**src/rtl/pport_pkg.sv**
```systemverilog
package pport_pkg;
  typedef enum logic {
    FN_PORT = 1'b0,
    FN_ALT  = 1'b1
  } pin_fn_e;

  typedef struct packed {
    logic dir;
    logic dat;
  } reg_hit_t;
endpackage

```
**src/rtl/pport_sync.sv**
```systemverilog
module pport_sync #(
  parameter int W      = 8,
  parameter int STAGES = 2
) (
  input  logic         clk_i,
  input  logic         rst_ni,
  input  logic [W-1:0] d_i,
  output logic [W-1:0] q_o
);
  logic [STAGES-1:0][W-1:0] stg_q;

  always_ff @(posedge clk_i or negedge rst_ni) begin
    if (!rst_ni) stg_q[0] <= '0;
    else         stg_q[0] <= d_i;
  end

  for (genvar s = 1; s < STAGES; s++) begin : g_stg
    always_ff @(posedge clk_i or negedge rst_ni) begin
      if (!rst_ni) stg_q[s] <= '0;
      else         stg_q[s] <= stg_q[s-1];
    end
  end

  assign q_o = stg_q[STAGES-1];
endmodule

```
**src/rtl/pport_regs.sv**
```systemverilog
module pport_regs
  import pport_pkg::*;
#(
  parameter int              W       = 8,
  parameter int              ADDR_W  = 12,
  parameter logic [ADDR_W-1:0] DIR_OFS = 12'h1C5,
  parameter logic [ADDR_W-1:0] DAT_OFS = 12'h1C9
) (
  input  logic              clk_i,
  input  logic              rst_ni,
  input  logic [ADDR_W-1:0] addr_i,
  input  logic [W-1:0]      wdata_i,
  input  logic              we_i,
  output reg_hit_t          hit_o,
  output logic [W-1:0]      dir_o,
  output logic [W-1:0]      lat_o
);
  always_comb begin
    hit_o.dir = (addr_i == DIR_OFS);
    hit_o.dat = (addr_i == DAT_OFS);
  end

  always_ff @(posedge clk_i or negedge rst_ni) begin
    if (!rst_ni) begin
      dir_o <= '0;
      lat_o <= '0;
    end else if (we_i) begin
      if (hit_o.dir) dir_o <= wdata_i;
      // latch loads on all bits, direction irrelevant
      if (hit_o.dat) lat_o <= wdata_i;
    end
  end
endmodule

```
**src/rtl/pport_pinmux.sv**
```systemverilog
module pport_pinmux
  import pport_pkg::*;
#(
  parameter int GRP_W = 4,
  parameter int N_GRP = 2,
  localparam int W    = GRP_W * N_GRP
) (
  input  logic [N_GRP-1:0] alt_sel_i,
  input  logic [W-1:0]     alt_val_i,
  input  logic [W-1:0]     dir_i,
  input  logic [W-1:0]     lat_i,
  input  logic [W-1:0]     pin_sync_i,
  output logic [W-1:0]     pad_out_o,
  output logic [W-1:0]     pad_oe_o,
  output logic [W-1:0]     rd_dat_o
);
  for (genvar g = 0; g < N_GRP; g++) begin : g_grp
    pin_fn_e fn;
    assign fn = pin_fn_e'(alt_sel_i[g]);

    always_comb begin
      if (fn == FN_ALT) begin
        pad_out_o[g*GRP_W +: GRP_W] = alt_val_i[g*GRP_W +: GRP_W];
        pad_oe_o [g*GRP_W +: GRP_W] = '1;
      end else begin
        pad_out_o[g*GRP_W +: GRP_W] = lat_i[g*GRP_W +: GRP_W];
        pad_oe_o [g*GRP_W +: GRP_W] = dir_i[g*GRP_W +: GRP_W];
      end
    end
  end

  // driven level where enabled, sampled level otherwise
  for (genvar b = 0; b < W; b++) begin : g_rd
    assign rd_dat_o[b] = pad_oe_o[b] ? pad_out_o[b] : pin_sync_i[b];
  end
endmodule

```
**src/rtl/pport_mux.sv**
```systemverilog
module pport_mux
  import pport_pkg::*;
#(
  parameter int                GRP_W       = 4,
  parameter int                ADDR_W      = 12,
  parameter int                SYNC_STAGES = 2,
  parameter logic [ADDR_W-1:0] DIR_OFS     = 12'h1C5,
  parameter logic [ADDR_W-1:0] DAT_OFS     = 12'h1C9,
  localparam int               N_GRP       = 2,
  localparam int               W           = GRP_W * N_GRP
) (
  input  logic              clk_i,
  input  logic              rst_ni,
  input  logic [ADDR_W-1:0] addr_i,
  input  logic [W-1:0]      wdata_i,
  input  logic              we_i,
  output logic [W-1:0]      rdata_o,
  input  logic [N_GRP-1:0]  alt_sel_i,
  input  logic [GRP_W-1:0]  dbg_i,
  input  logic [GRP_W-1:0]  stat_i,
  input  logic [W-1:0]      pad_in_i,
  output logic [W-1:0]      pad_out_o,
  output logic [W-1:0]      pad_oe_o
);
  reg_hit_t       hit;
  logic [W-1:0]   dir_q;
  logic [W-1:0]   lat_q;
  logic [W-1:0]   pin_sync;
  logic [W-1:0]   rd_dat;

  pport_regs #(
    .W(W), .ADDR_W(ADDR_W), .DIR_OFS(DIR_OFS), .DAT_OFS(DAT_OFS)
  ) u_regs (
    .clk_i, .rst_ni, .addr_i, .wdata_i, .we_i,
    .hit_o(hit), .dir_o(dir_q), .lat_o(lat_q)
  );

  pport_sync #(.W(W), .STAGES(SYNC_STAGES)) u_sync (
    .clk_i, .rst_ni, .d_i(pad_in_i), .q_o(pin_sync)
  );

  pport_pinmux #(.GRP_W(GRP_W), .N_GRP(N_GRP)) u_mux (
    .alt_sel_i,
    .alt_val_i ({dbg_i, stat_i}),
    .dir_i     (dir_q),
    .lat_i     (lat_q),
    .pin_sync_i(pin_sync),
    .pad_out_o,
    .pad_oe_o,
    .rd_dat_o  (rd_dat)
  );

  always_comb begin
    if (hit.dir)      rdata_o = dir_q;
    else if (hit.dat) rdata_o = rd_dat;
    else              rdata_o = '0;
  end
endmodule

```
**config.mk**
```make
export PLATFORM = sky130hd
export DESIGN_NAME = pport_mux
export DESIGN_NICKNAME = d
export VERILOG_FILES = /design/src/rtl/pport_pkg.sv /design/src/rtl/pport_sync.sv /design/src/rtl/pport_regs.sv /design/src/rtl/pport_pinmux.sv /design/src/rtl/pport_mux.sv
export SDC_FILE = /design/constraint.sdc
export NUM_CORES = 1
export LEC_CHECK = 0
export CORE_ASPECT_RATIO = 0.9
export CORE_UTILIZATION = 35
export DETAILED_ROUTE_END_ITERATION = 10
export DONT_BUFFER_PORTS = 1
export GPL_TIMING_DRIVEN = 0
export PLACE_DENSITY = 0.61
export SLEW_MARGIN = 20
export SYNTH_ARGS = -nofsm -noshare
export SYNTH_HDL_FRONTEND = slang
export SYNTH_HIERARCHICAL = 1
export SYNTH_SLANG_ARGS = --single-unit
```
**constraint.sdc**
```tcl
create_clock -name clk_i -period 2.9 [get_ports clk_i]
set_clock_uncertainty 0.1 [all_clocks]
set_input_delay 0.58 -clock clk_i [delete_from_list [all_inputs] [get_ports clk_i]]
set_output_delay 0.58 -clock clk_i [all_outputs]
set_load 0.01 [all_outputs]
```
# After elaboration in Yosys (flattened, before gate mapping)
# Cells that the tools add are included.
dict set report totals {
  register_bits 32
}
dict set report op_classes {
  eq_ne 2
  n_mux 14
  n_reduce_logical 2
}
# cell n
set ops {}
lappend ops {{$eq A12 B9 Y1 const B} 2}
lappend ops {{$mux W4} 4}
lappend ops {{$mux W8} 2}
lappend ops {{$mux W1} 8}
lappend ops {{$reduce_and A2 Y1} 2}

# Depth between registers and ports, before layout
# Gate-level depths: netlist of run 1.
dict set report depth {
  word_depth 4
  ltp_mapped 6
  depth_no_buf 5
}

# By module
# The synthesis of run 1 kept the hierarchy.
# mod instances cells_per_inst area_each_um2 seq_area_each_um2
set by_module_without_submodules {}
lappend by_module_without_submodules {pport_regs 1 42 685.7 400.4}
lappend by_module_without_submodules {pport_sync 1 24 460.4 400.4}
lappend by_module_without_submodules {pport_pinmux 1 50 292.8 0.0}
lappend by_module_without_submodules {pport_mux 1 14 102.6 0.0}

# Worst setup path after synthesis of run 1
# No wires, ideal clock.
dict set report synth_path {
  kind {input-to-output}
  startpoint {input port addr_i[9]}
  endpoint {output port rdata_o[5]}
  t_arrival_ns 1.822
  required_ns 2.220
  setup_slack_ns 0.398
  cell_stages 6
  path_cell_list {nor4b_4 -> nand3_1 -> nor3b_1 -> buf_6 -> nand2_1 -> o21ai_0}
}
# item line
set synth_lines {}
lappend synth_lines {{start, declared} pport_mux.sv:14} ;# input logic [ADDR_W-1:0] addr_i,
lappend synth_lines {{end, declared} pport_mux.sv:17} ;# output logic [W-1:0] rdata_o,

==> results of run 1 <==
through the flow:
stage	setup WS [ns]	total power, uW
floorplan	0.3981	512.2
global placement	0.2157	517.3
detailed placement	0.1699	518.4
CTS	0.1794	879.6
global route	0.06641	907.1
finish	0.1862	858.8
what timing repair did:
action                    in CTS  in global routing
resized for setup              0                  0
hold endpoints to repair      32                  0
hold buffers                   1                  0
setup buffers                  0                  0
cell usage after synthesis:
master / count / area, sq um
nand2_1: 12 / 45.04
nand3_1: 1 / 5.000
dfrtp_1: 32 / 800.8
nand4_2: 2 / 25.02
nor4b_4: 1 / 23.77
or2_2: 8 / 50.05
and3b_1: 2 / 17.52
o21ai_0: 18 / 90.09
buf_4: 8 / 60.06
and4bb_2: 1 / 12.51
nor2b_1: 1 / 6.260
buf_6: 3 / 33.78
inv_1: 8 / 30.03
nor2b_4: 1 / 13.76
mux2i_1: 8 / 80.08
nor3b_1: 2 / 15.01
a22o_1: 6 / 52.55
mux2_2: 16 / 180.2
cell type report:
cell class,count,area (sq um),share of cell area (%)
Tap cell,60,75.07,4.348
Buffer,11,93.84,5.435
Sequential cell,32,800.8,46.38
Clock buffer,8,90.09,5.217
Inverter,8,30.03,1.739
Multi-Input combinational cell,79,616.8,35.72
Timing Repair Buffer,1,20.02,1.159
path summary, 6_finish.rpt:
kind                                   endpoint             from
worst min-delay path            u_sync/stg_q[4]           rst_ni
max in group asynchronous         u_sync/q_o[5]           rst_ni
worst min register to register    u_sync/q_o[4]  u_sync/stg_q[4]
worst max register to register  u_regs/dir_o[4]  u_regs/dir_o[4]
worst max-delay path                 rdata_o[0]        addr_i[9]
min in group clk_i              u_sync/stg_q[3]      pad_in_i[3]
cell families after synthesis:
| family | after synthesis | share of synthesized area, % |
|---|---|---|
| and+or+nand+nor | 31 | 13.88 |
| muxes | 24 | 16.88 |
| AOI/OAI and AO/OA | 24 | 9.253 |
| buffers and inverters | 19 | 8.036 |
| DFF | 32 | 51.95 |
sequential cells by signal (all words and copies together) (netlist names):
name          count
u_sync/q_o        8
u_sync/stg_q      8
u_regs/lat_o      8
u_regs/dir_o      8
power by group through the flow:
| stage | clock [uW] | combinational [uW] | sequential (uW) |
|---|---|---|---|
| global placement | 0 | 46.9 | 470 |
| finish | 338 | 58.4 | 462 |
| CTS | 357 | 59.9 | 462 |
| floorplan | 0 | 42.5 | 470 |
| detailed placement | 0 | 47.7 | 471 |
| global route | 379 | 65.3 | 463 |
metal layers:
metal	vias up	wire, microns
met2	35	1553
li1	460	-
met1	470	1157
met5	-	0
met4	0	36
met3	4	227
==> results.py, run 1 <==
metrics = {
    "status": {
        "outcome": "completed",
    },
    "pwr": {
        "power_frac_clock_pct": 39.4,
        "pwr_density_cell_nw_per_um2": 497.4,
        "intPower_uw": 678.9,
        "irDropWorstVdd_uv": 272.7,
        "power.net_switching_uw": 179.9,
        "netSwitchingFraction_pct": 20.95,
        "leakage_uw": 0.0007809,
        "seqPwrFrac_pct": 53.8,
        "p_comb_share_pct": 6.8,
    },
    "clock_network": {
        "cts.sinks": 32,
        "clk_pin_slew_worst_paths_ns": 0.06,
        "h-tree-depth": 2,
        "ctsRootBufferMaster": "clkbuf_8",
        "cts_buffers": 5,
        "clock_latency_ns": 0.27,
        "clock_path_buffers": 2,
        "cts_tree": "yes",
    },
    "final_layout": {
        "finalInstanceArea_sq_um": 1727,
        "fin_util_pct": 41.54,
        "layout_commonest_cell": "dfrtp_1",
        "nFillCells": 407,
        "drive_gt1_share_pct": 33.81,
        "layout_common_cells": "dfrtp_1 (32), o21ai_0 (18), mux2_2 (16)",
        "fin_nets": 179,
        "area_growth_pct": 12.01,
        "instances_no_fill": 199,
        "n_antenna_cell": 0,
    },
    "job": {
        "maxCapViolCount": 0,
    },
    "critical_path": {
        "rrSetupSlack_ns": 1.99,
        "cp_slowest_cell": "nor3b_1",
        "path_delay_family": "simple AND/OR/NAND/NOR gates",
        "setup.worst_path.end_class": "output port",
        "crit_arrival_ns": 2.03,
        "critical_path.max_stage_delay_ns": 0.41,
        "crit_fanout": 6,
        "cp_cell_sequence": "nor4b_4 > nand3_1 > nor3b_1 > nor2b_4 > a22o_1",
        "startpoint_type": "input port",
        "crit_buf_inv": 0,
        "path_class": "in2out",
        "worstRegToRegCells": 1,
        "cp.depth": 5,
        "required_ns": 2.22,
    },
    "floorplanning": {
        "die_w_microns": 71.96,
        "die_area_sq_um": 4674,
        "fp.dieH_microns": 64.96,
        "ios": 65,
        "rows": 22,
        "core_area_sq_um": 4156,
        "start_util_pct": 37.09,
    },
    "grt": {
        "use_met1_pct": 14.61,
        "grt_max_degree": 33,
        "grt_util_met2_pct": 24.29,
        "top_usage_layer": "met2",
        "grt_pass1_wl_mm": 4.774,
        "overflow": 0,
        "grt_use_met3_pct": 5.132,
        "grtUsageTotal_pct": 14.03,
        "grt_pass1_vias": 1006,
        "antenna_found_initial": 0,
    },
    "yosys": {
        "avgSynthCellArea_sq_um": 11.86,
        "syn_inst": 130,
        "ys_seq_area_share_pct": 51.95,
        "synth_seq_cells": 32,
        "syn-num-nets": 171,
        "synthDistinctLibCells": 18,
        "syn-cell-area_sq_um": 1541,
        "yosysWarningCount": 6,
    },
    "sta": {
        "max_freq_mhz": 368.5,
        "tns_ns": 0,
        "period_share_pct": 93.58,
        "fin_crit_ns": 2.714,
        "finalHoldViolations": 0,
        "whs_ns": 0.02913,
        "worst_pin_slew_ns": 0.5324,
        "relSlewSlack_pct": 64.43,
        "rsz0062_at_grt": "false",
        "report.final.slew_viol_count": 0,
        "setup_viol": 0,
    },
    "place": {
        "hpwlAfterDp_mm": 2.202,
        "place_inst": 190,
        "gp_congestion": 0.7381,
        "postPlaceCellArea_sq_um": 1617,
        "port-buffer-count": 0,
    },
    "drt": {
        "drc_errors": 0,
        "drt_iter0_drc": 20,
        "wirelength_mm": 2.974,
        "postRouteAntennaNets": 0,
        "wl_per_cell_microns": 14.94,
        "avgViaCountPerCell": 4.869,
        "vias": 969,
        "dr.pass1.iters": 4,
    },
    "min_path": {
        "hold_path.class": "in2async",
    },
}
Note: power is estimated with default switching activity, not from simulation.
==> inputs of run 2 (changes only) <==
Settings changed: CORE_ASPECT_RATIO 0.9 to unset, GPL_TIMING_DRIVEN 0 to unset.
==> results.py, run 2 (synthesized netlist as in run 1, its figures left out) <==
metrics = {
    "status": {
        "outcome": "completed",
    },
    "drt": {
        "postRouteAntennaNets": 0,
        "avgViaCountPerCell": 5.149,
        "drc_errors": 0,
        "drt_iter0_drc": 40,
        "vias": 932,
        "wirelength_mm": 2.866,
        "wl_per_cell_microns": 15.83,
        "dr.pass1.iters": 4,
    },
    "floorplanning": {
        "die_area_sq_um": 4674,
        "rows": 23,
        "core_area_sq_um": 4115,
        "ios": 65,
        "die_w_microns": 68.37,
        "fp.dieH_microns": 68.37,
        "start_util_pct": 37.46,
    },
    "job": {
        "maxCapViolCount": 0,
    },
    "pwr": {
        "irDropWorstVdd_uv": 293.3,
        "seqPwrFrac_pct": 53.5,
        "p_comb_share_pct": 5.2,
        "leakage_uw": 0.0007509,
        "power_frac_clock_pct": 41.4,
        "p_total_uw": 865.8,
        "intPower_uw": 687.6,
        "power.net_switching_uw": 178.2,
        "pwr_density_cell_nw_per_um2": 522.6,
        "netSwitchingFraction_pct": 20.59,
    },
    "clock_network": {
        "cts.sinks": 32,
        "cts_tree": "yes",
        "ctsRootBufferMaster": "clkbuf_8",
        "h-tree-depth": 2,
        "clock_path_buffers": 2,
        "cts_buffers": 5,
        "cts_resized": 0,
        "clock_latency_ns": 0.27,
        "clk_pin_slew_worst_paths_ns": 0.06,
    },
    "place": {
        "hpwlAfterDp_mm": 2.145,
        "gp_congestion": 0.9300,
        "port-buffer-count": 0,
        "dp_slack_ns": 0.3319,
    },
    "sta": {
        "worst_pin_slew_ns": 0.3845,
        "finalHoldViolations": 0,
        "rsz0062_at_grt": "false",
        "report.final.slew_viol_count": 0,
        "period_share_pct": 87.68,
        "max_freq_mhz": 393.3,
        "fin_ws_ns": 0.3572,
        "fin_crit_ns": 2.543,
        "setup_viol": 0,
        "whs_ns": 0.02754,
        "tns_ns": 0,
        "relSlewSlack_pct": 74.10,
    },
    "final_layout": {
        "n_antenna_cell": 0,
        "drive_gt1_share_pct": 31.30,
        "layout_commonest_cell": "dfrtp_1",
        "fin_nets": 172,
        "layout_common_cells": "dfrtp_1 (32), o21ai_0 (18), mux2_2 (16)",
        "area_growth_pct": 7.468,
    },
    "critical_path": {
        "crit_fanout": 6,
        "crit_arrival_ns": 1.86,
        "cp_cell_sequence": "nor4b_4 > nand3_1 > nor3b_1 > nor2b_4 > a22o_1",
        "startpoint_type": "input port",
        "cp_slowest_cell": "nor4b_4",
        "critical_path.max_stage_delay_ns": 0.33,
        "path_class": "in2out",
        "required_ns": 2.22,
        "setup.worst_path.end_class": "output port",
    },
    "grt": {
        "grt_max_degree": 33,
        "antenna_found_initial": 0,
        "grtUsageTotal_pct": 12.73,
        "overflow": 0,
        "grt_pass1_wl_mm": 4.133,
        "grt_pass1_vias": 883,
    },
    "min_path": {
        "hold_path.class": "in2async",
    },
}
-- run 2: cell count changes in the layout (fill, tap and decap cells not counted), sizes merged --
cell    delta
buf        -7
clkbuf     -1
-- run 2: final timing paths --
| kind | slack (ns) | cells past startpoint | from | end |
|---|---|---|---|---|
| hold / removal | 0.03 | 1 | rst_ni | u_sync/q_o[5] |
| hold reg to reg | 0.25 | 0 | u_sync/stg_q[4] | u_sync/q_o[4] |
| min in group clk_i | 0.23 | 0 | pad_in_i[3] | u_sync/stg_q[3] |
| max in group asynchronous | 2.50 | 1 | rst_ni | u_sync/q_o[0] |
| setup reg to reg | 1.98 | 1 | u_regs/dir_o[7] | u_regs/dir_o[7] |
| setup / recovery | 0.36 | 5 | addr_i[9] | rdata_o[4] |
-- run 2: worst max-delay path, delay by kind of cell --
kind,cells,cell delay [ns]
AND/OR/NAND/NOR,4,1.05
AO/OA/AOI/OAI,1,0.22
-- run 2: what timing repair did --
item	CTS	global route
buffers inserted	0	0
hold buffers	1	0
endpoints found under the hold margin	32	0
-- run 2: per-stage QoR --
stage | cell area [sq um] | std cells | utilization, %
finish | 1657 | 181 | 40.26
global route | 1657 | 181 | 40.26
CTS | 1657 | 181 | 40.26
detailed placement | 1540 | 173 | 37.43
global placement | 1540 | 173 | 37.43
floorplan | 1541 | 130 | -
-- run 2: power groups by stage --
stage | Clock (uW) | Combinational [uW] | Sequential (uW)
after floorplan | 0 | 42.5 | 470
after global placement | 0 | 33.2 | 471
after detailed placement | 0 | 34.1 | 471
after CTS | 371 | 46.1 | 463
after global routing | 392 | 49.9 | 463
final | 358 | 44.6 | 463
-- run 2: cell type report --
cell class | instances | area, sq um
sequential | 32 | 800.8
timing repair buffer | 5 | 50.05
tap | 50 | 62.56
multi-input combinational | 79 | 616.8
fill | 396 | 2459
inverter | 8 | 30.03
clock buffer | 7 | 96.34
-- run 2: layer usage --
layer,track usage [%],wire (microns),share of wire (%),up-vias
li1,-,-,-,448
met1,14.86,1111,39,446
met2,19.98,1505,53,31
met3,5.333,195,6.8,7
met4,6.250,54,1.9,0
met5,0,0,0,-
==> inputs of run 3 (changes only) <==
Settings changed: SYNTH_HIERARCHICAL 1 to unset.
==> results.py, run 3 <==
metrics = {
    "pwr": {
        "pwr_density_cell_nw_per_um2": 522.2,
        "leakage_uw": 0.0007283,
        "irDropWorstVdd_uv": 319.9,
    },
    "grt": {
        "grt_pass1_wl_mm": 5.023,
        "grt_pass1_vias": 938,
        "grt_max_degree": 33,
        "antenna_found_initial": 0,
        "grtUsageTotal_pct": 16.09,
        "overflow": 0,
    },
    "final_layout": {
        "drive_gt1_share_pct": 45.83,
        "area_growth_pct": 10.48,
        "layout_common_cells": "mux2_2 (32), dfrtp_1 (32), nand2_1 (9)",
        "regArea_sq_um": 800.8,
        "nFillCells": 387,
        "multi_input_area_sq_um": 680.7,
        "fin_nets": 160,
        "n_antenna_cell": 0,
    },
    "critical_path": {
        "rrSetupSlack_ns": 1.99,
        "cp_cell_sequence": "nor4b_4 > nand2_1 > a21oi_1",
        "crit_arrival_ns": 1.57,
        "path_delay_family": "simple AND/OR/NAND/NOR gates",
        "required_ns": 2.22,
        "cp_slowest_cell": "a21oi_1",
        "setup.worst_path.end_class": "output port",
        "r2r-start": "u_regs.dir_o[0]",
        "crit_fanout": 8,
        "worstRegToRegCells": 1,
        "startpoint_type": "input port",
        "crit_buf_inv": 0,
        "path_class": "in2out",
        "critical_path.max_stage_delay_ns": 0.35,
        "r2r_end": "u_regs.dir_o[0]",
    },
    "drt": {
        "dr.pass1.iters": 2,
        "vias": 924,
        "wirelength_mm": 3.312,
        "drt_iter0_drc": 49,
        "avgViaCountPerCell": 5.435,
        "wl_per_cell_microns": 19.48,
        "drc_errors": 0,
        "postRouteAntennaNets": 0,
    },
    "sta": {
        "max_freq_mhz": 444.9,
        "report.final.slew_viol_count": 0,
        "finalHoldViolations": 0,
        "fin_ws_ns": 0.6521,
        "fin_crit_ns": 2.248,
        "worst_pin_slew_ns": 0.3676,
        "tns_ns": 0,
        "relSlewSlack_pct": 75.44,
        "rsz0062_at_grt": "false",
        "setup_viol": 0,
        "period_share_pct": 77.51,
    },
    "yosys": {
        "synth_seq_cells": 32,
        "async_reset_ff_share_pct": 100.0,
        "synth.top_cell.area_share_pct": 53.24,
        "avgSynthCellArea_sq_um": 13.08,
        "yosysWarningCount": 0,
        "synth_top_area_cell": "dfrtp_1",
        "syn_inst": 115,
        "synth-edff-count": 0,
        "synth_commonest_cells": "dfrtp_1 (32), mux2_2 (32), nand2_1 (9)",
        "synthDistinctLibCells": 12,
        "ys_seq_area_share_pct": 53.24,
        "syn-cell-area_sq_um": 1504,
        "synth.area.top_cells": "dfrtp_1 (53%), mux2_2 (24%), o211ai_1 (4.0%)",
        "synthFlopType": "dfrtp_1",
        "syn-num-nets": 156,
    },
    "clock_network": {
        "clock_path_buffers": 2,
        "clk_pin_slew_worst_paths_ns": 0.07,
        "h-tree-depth": 2,
        "clock_latency_ns": 0.28,
        "cts_buffers": 5,
        "cts_setup_buffers": 0,
        "cts_resized": 0,
        "ctsRootBufferMaster": "clkbuf_8",
        "cts_tree": "yes",
        "cts.sinks": 32,
    },
    "min_path": {
        "hold_path.class": "in2async",
    },
    "place": {
        "hpwlAfterDp_mm": 2.380,
        "port-buffer-count": 0,
        "gp_congestion": 0.7225,
        "dp_slack_ns": 0.6331,
    },
    "floorplanning": {
        "core_area_sq_um": 4058,
        "fp.dieH_microns": 67.55,
        "die_w_microns": 67.55,
        "start_util_pct": 37.06,
        "ios": 65,
        "rows": 23,
        "die_area_sq_um": 4563,
    },
    "job": {
        "maxCapViolCount": 0,
    },
    "status": {
        "outcome": "completed",
    },
}
## run 3: final cells by class
type / count / area share [%]
clock buffer: 6 / 4.970
clock inverter: 2 / 0.9036
multi-input combinational: 79 / 40.96
sequential: 32 / 48.19
tap: 50 / 3.765
timing repair buffer: 1 / 1.205
## run 3: how the worst max path moves through the flow
stage | depth (start not counted) | start | endpoint | slack [ns]
after floorplan | 3 | addr_i[9] | rdata_o[0] | 0.88
after global placement | 3 | addr_i[9] | rdata_o[5] | 0.64
after detailed placement | 3 | addr_i[9] | rdata_o[5] | 0.63
after CTS | 3 | addr_i[9] | rdata_o[5] | 0.63
after global routing | 3 | addr_i[9] | rdata_o[5] | 0.56
final | 3 | addr_i[9] | rdata_o[5] | 0.65
## run 3: per-layer routing
layer,wire length [microns],global-route usage (%),vias to the layer above
li1,-,-,419
met1,1202,18.10,473
met2,1841,27.48,30
met3,247,6.757,2
met4,21,4.787,0
met5,0,0,-
## run 3: cell families after synthesis
kind of cell,Yosys count,synth area share [%]
muxes,32,23.96
DFF,32,53.24
and+or+nand+nor,31,14.64
AOI/OAI and AO/OA,16,6.656
buffers and inverters,4,1.497
## run 3: timing repair
action / 4_1_cts / 5_1_grt
endpoints found under the setup margin: 0 / 0
hold buffers: 1 / 0
endpoints found under the hold margin: 32 / 0
## run 3: through the flow
step | utilization (%) | total power [uW] | std cells | cell area, sq um | hold slack, ns
after floorplan | - | 509.9 | 115 | 1504 | 0.1844
after global placement | 38.05 | 510.9 | 161 | 1544 | 0.1851
after detailed placement | 38.05 | 512.5 | 161 | 1544 | 0.1851
after CTS | 40.95 | 882.4 | 170 | 1662 | 0.02071
after global routing | 40.95 | 907.5 | 170 | 1662 | 0.01854
final | 40.95 | 867.7 | 170 | 1662 | 0.02097
## run 3: power breakdown
part	switching [uW]	internal (uW)
Combinational	26.5	25.6
Clock	161	192
Sequential	3.91	458
Total	192	676
